[config.mk]
export PLATFORM = sky130hd
export DESIGN_NAME = exc_ctrl
export DESIGN_NICKNAME = d
export VERILOG_FILES = /design/src/rtl/exc_ctrl_pkg.sv /design/src/rtl/exc_irq_gate.sv /design/src/rtl/exc_arbiter.sv /design/src/rtl/exc_state.sv /design/src/rtl/exc_ctrl.sv
export SDC_FILE = /design/constraint.sdc
export NUM_CORES = 1
export LEC_CHECK = 0
export ABC_AREA = 1
export BUFFER_PORTS_ARGS = -buffer_cell sky130_fd_sc_hd__buf_2
export CORE_AREA = 2 2 157 82
export CTS_CLUSTER_SIZE = 24
export DETAILED_ROUTE_END_ITERATION = 10
export DIE_AREA = 0 0 159 84
export MAX_ROUTING_LAYER = met4
export SLEW_MARGIN = 10
export SYNTH_ARGS = -nofsm -noshare
export SYNTH_HDL_FRONTEND = slang
export SYNTH_SLANG_ARGS = --single-unit
[constraint.sdc]
create_clock -name clk_i -period 1.5 [get_ports clk_i]
set_clock_uncertainty 0.15 [all_clocks]
set_input_delay 0.3 -clock clk_i [delete_from_list [all_inputs] [get_ports clk_i]]
set_output_delay 0.3 -clock clk_i [all_outputs]
set_load 0.05 [all_outputs]
[src/rtl/exc_ctrl_pkg.sv]
package exc_ctrl_pkg;
  localparam int CODE_W = 5;

  typedef enum logic [1:0] {
    MODE_KERNEL = 2'b00,
    MODE_SUPER  = 2'b01,
    MODE_USER   = 2'b10
  } mode_e;

  localparam logic [CODE_W-1:0] CODE_INT = 5'd0;
  localparam logic [CODE_W-1:0] CODE_TLB = 5'd2;
  localparam logic [CODE_W-1:0] CODE_SYS = 5'd8;
  localparam logic [CODE_W-1:0] CODE_OVF = 5'd12;

  // Sources in priority order, index 0 highest
  localparam int NUM_SRC = 4;
  localparam logic [CODE_W-1:0] SRC_CODE [NUM_SRC] = '{CODE_TLB, CODE_OVF, CODE_SYS, CODE_INT};
endpackage

[src/rtl/exc_irq_gate.sv]
module exc_irq_gate #(
  parameter int NUM_IRQ = 8
) (
  input  logic [NUM_IRQ-1:0] irq_i,
  input  logic [NUM_IRQ-1:0] im_i,
  input  logic               ie_i,
  input  logic               exl_i,
  input  logic               erl_i,
  output logic               irq_take_o
);
  logic [NUM_IRQ-1:0] live;
  assign live       = irq_i & im_i;
  assign irq_take_o = (|live) & ie_i & ~exl_i & ~erl_i;
endmodule

[src/rtl/exc_arbiter.sv]
module exc_arbiter
  import exc_ctrl_pkg::*;
(
  input  logic [NUM_SRC-1:0] req_i,
  output logic               take_o,
  output logic [CODE_W-1:0]  code_o
);
  always_comb begin
    code_o = CODE_INT;
    // lowest priority first so the highest set source wins
    for (int i = NUM_SRC - 1; i >= 0; i--) begin
      if (req_i[i]) code_o = SRC_CODE[i];
    end
  end
  assign take_o = |req_i;
endmodule

[src/rtl/exc_state.sv]
module exc_state
  import exc_ctrl_pkg::*;
#(
  parameter int          XLEN       = 32,
  parameter int          NUM_IRQ    = 8,
  parameter logic [31:0] VECTOR     = 32'h8000_0180,
  parameter int          INSN_BYTES = 4
) (
  input  logic               clk_i,
  input  logic               rst_ni,
  input  logic               take_i,
  input  logic [CODE_W-1:0]  code_i,
  input  logic [XLEN-1:0]    pc_i,
  input  logic               delay_slot_i,
  input  logic               sync_req_i,
  input  logic               eret_i,
  input  logic               stat_we_i,
  input  logic               stat_ie_i,
  input  logic [NUM_IRQ-1:0] stat_im_i,
  input  logic [1:0]         stat_ksu_i,
  input  logic               stat_exl_i,
  input  logic               stat_erl_i,
  output logic               redirect_o,
  output logic [XLEN-1:0]    redirect_pc_o,
  output logic [XLEN-1:0]    epc_o,
  output logic [CODE_W-1:0]  cause_code_o,
  output logic               cause_bd_o,
  output logic               ie_o,
  output logic [NUM_IRQ-1:0] im_o,
  output logic               exl_o,
  output logic               erl_o,
  output logic [1:0]         ksu_o,
  output logic [1:0]         mode_o
);
  localparam logic [XLEN-1:0] STEP = XLEN'(INSN_BYTES);
  localparam logic [XLEN-1:0] VEC  = XLEN'(VECTOR);

  logic [XLEN-1:0] restart_pc;
  assign restart_pc = delay_slot_i ? pc_i - STEP : pc_i;

  always_ff @(posedge clk_i or negedge rst_ni) begin
    if (!rst_ni) begin
      redirect_o    <= 1'b0;
      redirect_pc_o <= '0;
      epc_o         <= '0;
      cause_code_o  <= CODE_INT;
      cause_bd_o    <= 1'b0;
      ie_o          <= 1'b0;
      im_o          <= '0;
      exl_o         <= 1'b0;
      erl_o         <= 1'b1;
      ksu_o         <= MODE_KERNEL;
    end else begin
      redirect_o <= 1'b0;
      if (take_i) begin
        redirect_o    <= 1'b1;
        redirect_pc_o <= VEC;
        cause_code_o  <= code_i;
        exl_o         <= 1'b1;
        if (!exl_o) begin
          epc_o      <= restart_pc;
          cause_bd_o <= delay_slot_i;
        end
      end else if (eret_i) begin
        redirect_o    <= 1'b1;
        redirect_pc_o <= epc_o;
        if (erl_o) erl_o <= 1'b0;
        else       exl_o <= 1'b0;
      end else if (stat_we_i) begin
        ie_o  <= stat_ie_i;
        im_o  <= stat_im_i;
        ksu_o <= stat_ksu_i;
        exl_o <= stat_exl_i;
        erl_o <= stat_erl_i;
      end
    end
  end

  assign mode_o = (exl_o | erl_o) ? MODE_KERNEL : ksu_o;

  AST_TAKE_KERNEL: assert property (@(posedge clk_i) disable iff (!rst_ni)
    take_i |=> (exl_o && mode_o == MODE_KERNEL));
  AST_TAKE_VECTOR: assert property (@(posedge clk_i) disable iff (!rst_ni)
    take_i |=> (redirect_o && redirect_pc_o == VEC));
  AST_NESTED_EPC: assert property (@(posedge clk_i) disable iff (!rst_ni)
    (take_i && exl_o) |=> ($stable(epc_o) && $stable(cause_bd_o)));
  AST_SLOT_EPC: assert property (@(posedge clk_i) disable iff (!rst_ni)
    (take_i && !exl_o && delay_slot_i) |=> (epc_o == $past(pc_i) - STEP && cause_bd_o));
  AST_BLOCKED_IRQ: assert property (@(posedge clk_i) disable iff (!rst_ni)
    ((exl_o || erl_o) && !sync_req_i && !eret_i) |=> !redirect_o);
  AST_ERET_ERL: assert property (@(posedge clk_i) disable iff (!rst_ni)
    (eret_i && !take_i && erl_o) |=> (!erl_o && $stable(exl_o)));
endmodule

[src/rtl/exc_ctrl.sv]
module exc_ctrl
  import exc_ctrl_pkg::*;
#(
  parameter int          XLEN       = 32,
  parameter int          NUM_IRQ    = 8,
  parameter logic [31:0] VECTOR     = 32'h8000_0180,
  parameter int          INSN_BYTES = 4
) (
  input  logic               clk_i,
  input  logic               rst_ni,
  input  logic               tlb_miss_i,
  input  logic               ovf_i,
  input  logic               syscall_i,
  input  logic [NUM_IRQ-1:0] irq_i,
  input  logic [XLEN-1:0]    pc_i,
  input  logic               delay_slot_i,
  input  logic               eret_i,
  input  logic               stat_we_i,
  input  logic               stat_ie_i,
  input  logic [NUM_IRQ-1:0] stat_im_i,
  input  logic [1:0]         stat_ksu_i,
  input  logic               stat_exl_i,
  input  logic               stat_erl_i,
  output logic               redirect_o,
  output logic [XLEN-1:0]    redirect_pc_o,
  output logic [XLEN-1:0]    epc_o,
  output logic [4:0]         cause_code_o,
  output logic               cause_bd_o,
  output logic               status_ie_o,
  output logic [NUM_IRQ-1:0] status_im_o,
  output logic               status_exl_o,
  output logic               status_erl_o,
  output logic [1:0]         status_ksu_o,
  output logic [1:0]         mode_o
);
  logic              irq_take;
  logic              take;
  logic [CODE_W-1:0] code;
  logic [NUM_SRC-1:0] req;
  logic              sync_req;

  assign req      = {irq_take, syscall_i, ovf_i, tlb_miss_i};
  assign sync_req = tlb_miss_i | ovf_i | syscall_i;

  exc_irq_gate #(.NUM_IRQ(NUM_IRQ)) u_gate (
    .irq_i      (irq_i),
    .im_i       (status_im_o),
    .ie_i       (status_ie_o),
    .exl_i      (status_exl_o),
    .erl_i      (status_erl_o),
    .irq_take_o (irq_take)
  );

  exc_arbiter u_arb (
    .req_i  (req),
    .take_o (take),
    .code_o (code)
  );

  exc_state #(
    .XLEN(XLEN), .NUM_IRQ(NUM_IRQ), .VECTOR(VECTOR), .INSN_BYTES(INSN_BYTES)
  ) u_state (
    .clk_i         (clk_i),
    .rst_ni        (rst_ni),
    .take_i        (take),
    .code_i        (code),
    .pc_i          (pc_i),
    .delay_slot_i  (delay_slot_i),
    .sync_req_i    (sync_req),
    .eret_i        (eret_i),
    .stat_we_i     (stat_we_i),
    .stat_ie_i     (stat_ie_i),
    .stat_im_i     (stat_im_i),
    .stat_ksu_i    (stat_ksu_i),
    .stat_exl_i    (stat_exl_i),
    .stat_erl_i    (stat_erl_i),
    .redirect_o    (redirect_o),
    .redirect_pc_o (redirect_pc_o),
    .epc_o         (epc_o),
    .cause_code_o  (cause_code_o),
    .cause_bd_o    (cause_bd_o),
    .ie_o          (status_ie_o),
    .im_o          (status_im_o),
    .exl_o         (status_exl_o),
    .erl_o         (status_erl_o),
    .ksu_o         (status_ksu_o),
    .mode_o        (mode_o)
  );
endmodule

Word level (Yosys, flattened, before mapping):

Cells that the tools add are included.
W data, S select, Z words.

* flip-flop bits (word level): 84
* output and inout port bits: 86

* bitwise logic cells: 9
* equality and inequality tests: 1
* mux-type cells: 15
* reduce and logical (&&, ||, !) cells: 9
* $add $sub $neg: 1

Operators with widths (count)
* $mux W32: 3
* $sub A32 B3 Y32 const B: 1
* $mux W4: 3
* $and A8 B8 Y8: 1
* $mux W1: 8
* $reduce_or A8 Y1: 1
* $reduce_and A2 Y1: 3
* $not A1 Y1: 4
* $reduce_bool A2 Y1: 2
* $reduce_or A4 Y1: 1
* $and A1 B1 Y1: 3
* $ne A3 B3 Y1 const B: 1
* $reduce_and A3 Y1: 1
* $reduce_bool A3 Y1: 1
* $mux W2: 1
* $or A1 B1 Y1: 1

Logic depth before layout (Yosys ltp):

Gate-level depths: netlist of the first run.

* depth after elaboration: 8
* mapped depth: 12
* mapped depth without buffers: 12

Hierarchy:

From an unflattened synthesis of the first run, not the netlist that was laid out.

* cell total of the unflattened synthesis: 497
* area, all modules: 4234.1 um2

Modules (own cells, without submodules)
* exc_state: cells each 467, times used 1, seq. area each 2103.3 um2, area an instance 4102.7 um2
* exc_irq_gate: cells each 17, times used 1, seq. area each 0.0 um2, area an instance 68.8 um2
* exc_arbiter: cells each 10, times used 1, seq. area each 0.0 um2, area an instance 51.3 um2
* exc_ctrl: cells each 3, times used 1, seq. area each 0.0 um2, area an instance 11.3 um2

Least setup slack after synthesis of the first run:

No wires, ideal clock.

* kind: flip-flop to output port
* start point: register u_state.exl_o
* end point: output port mode_o[0]
* setup slack: -0.489 ns
* path buffers: 0
* required time: 1.050 ns
* arrival: 1.539 ns
* cell stages (with the launch flop): 3
* cell sequence: dfrtp_1 -> or2_4 -> nor2_1

* longest elaborated chain between the ends: 2

RTL lines
* start, declared: line exc_state.sv:30 `output logic exl_o,`
* start signal, assigned: line exc_state.sv:73 `exl_o <= stat_exl_i;`
* $or A1 B1 Y1: line exc_state.sv:79 `assign mode_o = (exl_o | erl_o) ? MODE_KERNEL : ksu_o;`
* $mux W2: line exc_state.sv:79
* end, declared: line exc_ctrl.sv:34 `output logic [1:0] mode_o`

No other way between the ends.

Worst setup path after layout of the first run:

* start point: register u_state.exl_o
* end point: output port mode_o[1]

Same word-level chain as after synthesis.

==> impl_metrics.py, run 1 <==
metrics = {
    "yosys": {
        "synth_cell_type_count": 36,
        "synth_seq_cells": 82,
        "synth_area_per_cell_um2": 7.816,
        "ys_seq_area_share_pct": 49.85,
        "synth_top_cell_by_area": "dfrtp_1",
        "yosys_warnings": 0,
        "synth_top_area_share_pct": 49.21,
        "synth_area_um2": 4119,
        "netlist_instances": 527,
        "synth_area_leaders": "dfrtp_1 (49%), nand2_1 (21%), nand3_1 (5.0%), nor2_1 (3.6%), inv_1 (3.3%)",
    },
    "placement": {
        "dp_hpwl_um": 10040,
        "portBuffers": 144,
        "gp_congestion": 0.9089,
        "dp_cells": 901,
        "dpl_worst_slack_ns": -0.3682,
    },
    "floorplanning": {
        "core_area_um2": 12190,
        "ios": 147,
        "initial_utilization_pct": 33.78,
        "die_w_um": 159,
        "rows": 29,
        "dieHeight_um": 84,
        "dieArea_um2": 13360,
    },
    "power": {
        "p_leak_uw": 0.003865,
        "powerDensity_nw_per_um2": 1128,
        "peakVddDrop_mv": 0.6365,
        "total_power_uw": 8261,
    },
    "detailed_routing": {
        "via_per_inst": 4.643,
        "drt_iter0_drc": 286,
        "ant_nets": 0,
        "wl_per_cell_um": 16.40,
        "vias": 4425,
        "drc": 0,
        "drt_first_pass_iters": 5,
        "routed_wl_um": 15630,
    },
    "sta": {
        "setup_viol": 84,
        "setup_ws_ns": -0.3226,
        "fmax_mhz": 548.7,
        "whs_ns": 0.004969,
        "hold_viol": 0,
        "rsz0062_at_grt": "yes",
        "slew_viol_final": 0,
        "worst_pin_slew_ns": 0.5298,
        "slew_headroom_pct": 64.68,
        "final.period_utilization_pct": 121.5,
        "period_minus_slack_ns": 1.823,
        "fin_setup_tns_ns": -21.46,
    },
    "critical_path": {
        "start_kind": "register",
        "slowest_delay_ns": 0.41,
        "required_ns": 1.05,
        "cp_max_fo": 2,
        "crit_chain": "or2_4 -> buf_6 -> nor2_4 -> buf_6",
        "critPathArrivalTime_ns": 1.37,
        "endpoint_kind": "primary output",
        "criticalPathCategory": "register to primary output",
        "crit_path_frequent_cell": "buf_6",
        "worst_path_max_delay_cell": "dfrtp_2",
    },
    "layout": {
        "synthToLayoutAreaGrowth_pct": 77.82,
        "insertedDiodeCount": 0,
        "layout-drive-gt1-share_pct": 56.45,
        "final_cells": 953,
        "fin_nets": 840,
    },
    "status": {
        "violations": "setup timing",
        "status": "finished with violations",
    },
    "global_routing": {
        "grt_max_degree": 25,
        "grt_pass1_vias": 4184,
        "grt_usage_pct": 22.58,
        "antenna_found_initial": 0,
        "gr-total-overflow": 0,
        "grt_pass1_wl_um": 22530,
    },
    "clock_network": {
        "clock_path_buffers": 2,
        "clk_pin_slew_worst_paths_ns": 0.06,
        "cts_tree": "done",
        "numCtsBuffers": 9,
        "root_buffer": "clkbuf_16",
        "htree_num_levels": 3,
        "clock_latency_ns": 0.35,
        "cts_sinks": 82,
    },
    "run": {
        "cap_violations": 0,
    },
    "worst_hold_path": {
        "hold_class": "primary input to register",
    },
}
==> cell usage in the layout (no fill, tap or decap), types with 2 or more instances in the layout <==
cell type    n
a21oi_1      6
buf_12      14
buf_16       2
buf_2      103
buf_4       89
buf_6       19
buf_8       11
bufinv_16    3
clkbuf_16   16
clkbuf_4     6
clkinv_8     2
conb_1       2
dfrtp_1     64
dfrtp_2     17
inv_1       35
inv_2        2
nand2_1    141
nand2_2     69
nand2_4     26
nand2_8      4
nand3_1     20
nand3_2     20
nand3_4      2
nand4_1      5
nor2_1      36
nor2_2       8
nor2_4       7
nor3_1       3
o21ai_0      3
o21ai_1      5
o21ai_2     11
o21bai_1     3
xnor2_1      3
xor2_1      10
==> critical path, delay by kind of cell, from the launching register on <==
kind / cells / cell delay (ns)
buf+inv: 2 / 0.29
flops: 1 / 0.41
simple gates: 2 / 0.32
==> metrics by stage <==
stage	instance area [um2]	util, %
final	7325	60.08
after global routing	7325	60.08
after CTS	6634	54.41
after detailed placement	5619	46.09
after global placement	5619	46.09
after floorplan	4173	-
==> repair_timing <==
item | in CTS | in global routing
cloned | 7 | 11
hold buffers | 1 | 0
setup buffers | 16 | 9
hold endpoints to repair | 20 | 0
pin swaps | 15 | 52
gates resized for setup | 100 | 178
setup endpoints to repair | 94 | 101
==> power by group <==
| part | switching [uW] | internal, uW | total, uW | leakage (uW) |
|---|---|---|---|---|
| registers | 358 | 2520 | 2880 | 0.00103 |
| clock network | 906 | 1670 | 2580 | 0.000166 |
| logic | 1820 | 989 | 2810 | 0.00267 |
| total | 3080 | 5180 | 8260 | 0.00387 |
==> synth_stat cells (all sizes together) <==
cell / count
nor3: 4
o211ai: 1
dfrtp: 81
a21oi: 6
buf: 17
o21ai: 19
or2: 1
nand4: 5
inv: 38
nor2: 52
xnor2: 3
dfstp: 1
ha: 1
clkbuf: 1
nand3: 42
conb: 1
clkinv: 1
xor2: 10
a22o: 1
o21bai: 3
nand2: 238
and2: 1
==> layout make-up <==
class	instances	area, um2
Fill cell	1055	4867
Multi-Input combinational cell	391	2366
Timing Repair Buffer	252	2128
Sequential cell	82	2074
Clock buffer	11	242.7
Tap cell	170	212.7
Inverter	39	161.4
Clock inverter	5	102.6
Timing Repair inverter	3	36.28
==> routing by layer <==
| metal | track usage (%) | vias to the layer above | wire length [um] |
|---|---|---|---|
| met3 | 5.564 | 16 | 1130 |
| met2 | 30.51 | 166 | 6363 |
| li1 | - | 2146 | - |
| met5 | - | - | 0 |
| met1 | 33.80 | 2097 | 7993 |
| met4 | 4.711 | 0 | 138 |
==> cell families (layout without fill, tap and decap cells) <==
group | count (synthesis) | in the layout | synth area share [%]
other cells | 1 | 2 | 0.09104
buf+inv | 57 | 310 | 6.865
xor+xnor | 13 | 13 | 2.764
fa+ha+maj | 1 | 1 | 0.3037
compound gates | 30 | 30 | 4.617
flops | 82 | 82 | 49.85
simple gates | 343 | 345 | 35.51
==> state kept, by name (all words and copies together) (netlist names) <==
signal and count:
u_state.erl_o 1, u_state.im_o 8, u_state.ksu_o 2, u_state.exl_o 1, u_state.ie_o 1, u_state.epc_o 32, u_state.cause_bd_o 1, u_state.redirect_o 1
u_state.cause_code_o 3, u_state.redirect_pc_o 32
==> final timing paths <==
path	from	cells after the start	slack, ns	endpoint
max reg2reg	u_state.exl_o$_DFFE_PN0P_	9	-0.32	u_state.epc_o[12]$_DFFE_PN0P_
max	u_state.exl_o$_DFFE_PN0P_	4	-0.32	mode_o[1]
min in group asynchronous	rst_ni	2	0.29	u_state.redirect_pc_o[3]$_DFFE_PN0P_
min reg2reg	u_state.redirect_pc_o[31]$_DFFE_PN0P_	2	0.32	u_state.redirect_pc_o[31]$_DFFE_PN0P_
min	pc_i[0]	3	0.005	u_state.epc_o[0]$_DFFE_PN0P_
max in group asynchronous	rst_ni	3	0.45	u_state.epc_o[28]$_DFFE_PN0P_
Note: power is estimated with default switching activity, not from simulation.
==> run 2: changes to the inputs <==
--- a/config.mk
+++ b/config.mk
@@ -8,6 +8,7 @@
 export ABC_AREA = 1
 export BUFFER_PORTS_ARGS = -buffer_cell sky130_fd_sc_hd__buf_2
 export CORE_AREA = 2 2 157 82
+export CTS_BUF_LIST = sky130_fd_sc_hd__clkbuf_8
 export CTS_CLUSTER_SIZE = 24
 export DETAILED_ROUTE_END_ITERATION = 10
 export DIE_AREA = 0 0 159 84
==> impl_metrics.py, run 2 (synthesized netlist as in run 1, its figures left out) <==
metrics = {
    "status": {
        "status": "finished with violations",
        "violations": "setup timing",
    },
    "critical_path": {
        "required_ns": 1.05,
        "critPathLaunch": "u_state.exl_o$_DFFE_PN0P_",
        "reg2reg_depth": 11,
        "endpoint_kind": "primary output",
        "cp-endpoint": "mode_o[1]",
        "reg2reg_slack_ns": -0.29,
        "start_kind": "register",
        "crit_chain": "or2_4 -> buf_6 -> nor2_4 -> buf_6",
        "slowest_delay_ns": 0.41,
        "cp_max_fo": 2,
        "r2r_start": "u_state.im_o[4]$_DFFE_PN0P_",
        "criticalPathCategory": "register to primary output",
        "rr_endpoint": "u_state.im_o[7]$_DFFE_PN0P_",
        "critPathArrivalTime_ns": 1.40,
        "crit_path_frequent_cell": "buf_6",
        "worst_path_max_delay_cell": "dfrtp_2",
    },
    "detailed_routing": {
        "drc": 0,
        "routed_wl_um": 15830,
        "via_per_inst": 4.610,
        "drt_iter0_drc": 294,
        "drt_first_pass_iters": 4,
        "ant_nets": 0,
        "vias": 4444,
        "wl_per_cell_um": 16.42,
    },
    "layout": {
        "final_common_cell": "nand2_1",
        "final_cell_mix": "nand2_1 (117), buf_4 (100), nand2_2 (88), buf_2 (83), dfrtp_1 (66)",
        "layout-drive-gt1-share_pct": 58.56,
        "fin_nets": 851,
        "synthToLayoutAreaGrowth_pct": 79.92,
        "insertedDiodeCount": 0,
        "reg_top3": "u_state.epc_o: 32 flops, u_state.redirect_pc_o: 32 flops, u_state.im_o: 8 flops",
        "design_area_um2": 7411,
        "final_cells": 964,
    },
    "sta": {
        "hold_viol": 0,
        "fin_setup_tns_ns": -18.13,
        "period_minus_slack_ns": 1.847,
        "slew_viol_final": 0,
        "setup_ws_ns": -0.3472,
        "fmax_mhz": 541.4,
        "whs_ns": 0.02638,
        "setup_viol": 85,
        "rsz0062_at_grt": "yes",
        "final.period_utilization_pct": 123.1,
    },
    "global_routing": {
        "antenna_found_initial": 0,
        "grt_max_degree": 25,
        "grt_usage_pct": 24.01,
        "grt_pass1_vias": 4362,
        "gr-total-overflow": 0,
        "grt_pass1_wl_um": 23870,
    },
    "clock_network": {
        "cts_sinks": 82,
        "clock_path_buffers": 2,
        "numCtsBuffers": 9,
        "root_buffer": "clkbuf_8",
        "clock_latency_ns": 0.36,
        "htree_num_levels": 3,
        "clk_pin_slew_worst_paths_ns": 0.09,
        "cts_tree": "done",
    },
    "placement": {
        "dp_cells": 901,
        "dpl_cell_area_um2": 5619,
        "portBuffers": 144,
        "dp_hpwl_um": 10040,
        "gp_congestion": 0.9089,
    },
    "floorplanning": {
        "core_area_um2": 12190,
        "dieArea_um2": 13360,
        "initial_utilization_pct": 33.78,
        "die_w_um": 159,
        "dieHeight_um": 84,
        "ios": 147,
        "rows": 29,
    },
    "power": {
        "powerDensity_nw_per_um2": 1064,
        "total_power_uw": 7887,
        "combPwrFrac_pct": 38.5,
        "power.share.clock_pct": 25.0,
        "p_leak_uw": 0.003944,
        "netSwitchingFraction_pct": 38.71,
        "seqPwrFrac_pct": 36.5,
        "peakVddDrop_mv": 0.4884,
        "switchingPower_uw": 3053,
        "internal_power_uw": 4834,
    },
    "worst_hold_path": {
        "hold_class": "primary input to register",
        "hold_depth": 3,
    },
    "run": {
        "cap_violations": 0,
    },
}
[run 2: cell count changes in the layout (fill, tap and decap cells not counted), sizes merged]
cell | before | now
inv | 40 | 39
clkinv | 3 | 5
buf | 238 | 247
dlygate4sd3 | 1 | 5
nand2 | 240 | 239
clkbuf | 24 | 22
[run 2: timing repair]
item,in CTS,in global routing
buffers inserted,23,22
endpoints found under the setup margin,103,112
gates cloned,14,1
resized for setup,186,150
endpoints found under the hold margin,32,0
hold buffers,5,0
pin swaps,24,46
[run 2: through the flow]
step	util (%)	setup WS, ns
global route	60.79	-0.3991
CTS	57.95	-0.3341
floorplan	-	-0.3361
detailed placement	46.09	-0.3682
global placement	46.09	-0.3096
finish	60.79	-0.3472
[run 2: area by class of cell]
type	count	area, um2
Multi-Input combinational cell	390	2389
Inverter	39	161.4
Tap cell	170	212.7
Clock inverter	6	106.4
Fill cell	1068	4781
Timing Repair Buffer	264	2283
Clock buffer	10	137.6
Sequential cell	82	2072
Timing Repair inverter	3	48.80
[run 2: power groups by stage]
stage | combinational, uW | sequential [uW] | clock [uW]
3_3_place_gp | 2260 | 2780 | 0
3_5_place_dp | 2280 | 2780 | 0
5_1_grt | 3190 | 2910 | 2100
6_report | 3040 | 2880 | 1970
4_1_cts | 2780 | 2820 | 2020
2_1_floorplan | 454 | 3770 | 0
[run 2: per-layer routing]
metal  share of wire, %  routed length, um  GRT usage (%)  vias to the layer above
met4                1.2                186          4.215                        0
met3                6.3               1002          5.067                       18
li1                   -                  -              -                     2162
met1                 52               8248          36.97                     2113
met2                 40               6390          32.21                      151
met5                  0                  0              -                        -
[run 2: worst max-delay path, delay by kind of cell (launching register included)]
family	cells	cell delay (ns)
flip-flops	1	0.41
AND/OR/NAND/NOR	2	0.33
buffers and inverters	2	0.29
[run 2: how the worst min path moves through the flow]
stage | from | endpoint | slack, ns
global route | stat_im_i[1] | u_state.im_o[1]$_DFFE_PN0P_ | 0.01
detailed placement | rst_ni | u_state.redirect_pc_o[6]$_DFFE_PN0P_ | 0.09
floorplan | rst_ni | u_state.cause_bd_o$_DFFE_PN0P_ | -0.15
finish | stat_im_i[1] | u_state.im_o[1]$_DFFE_PN0P_ | 0.03
CTS | stat_im_i[1] | u_state.im_o[1]$_DFFE_PN0P_ | 0.002
global placement | rst_ni | u_state.redirect_pc_o[2]$_DFFE_PN0P_ | 0.09
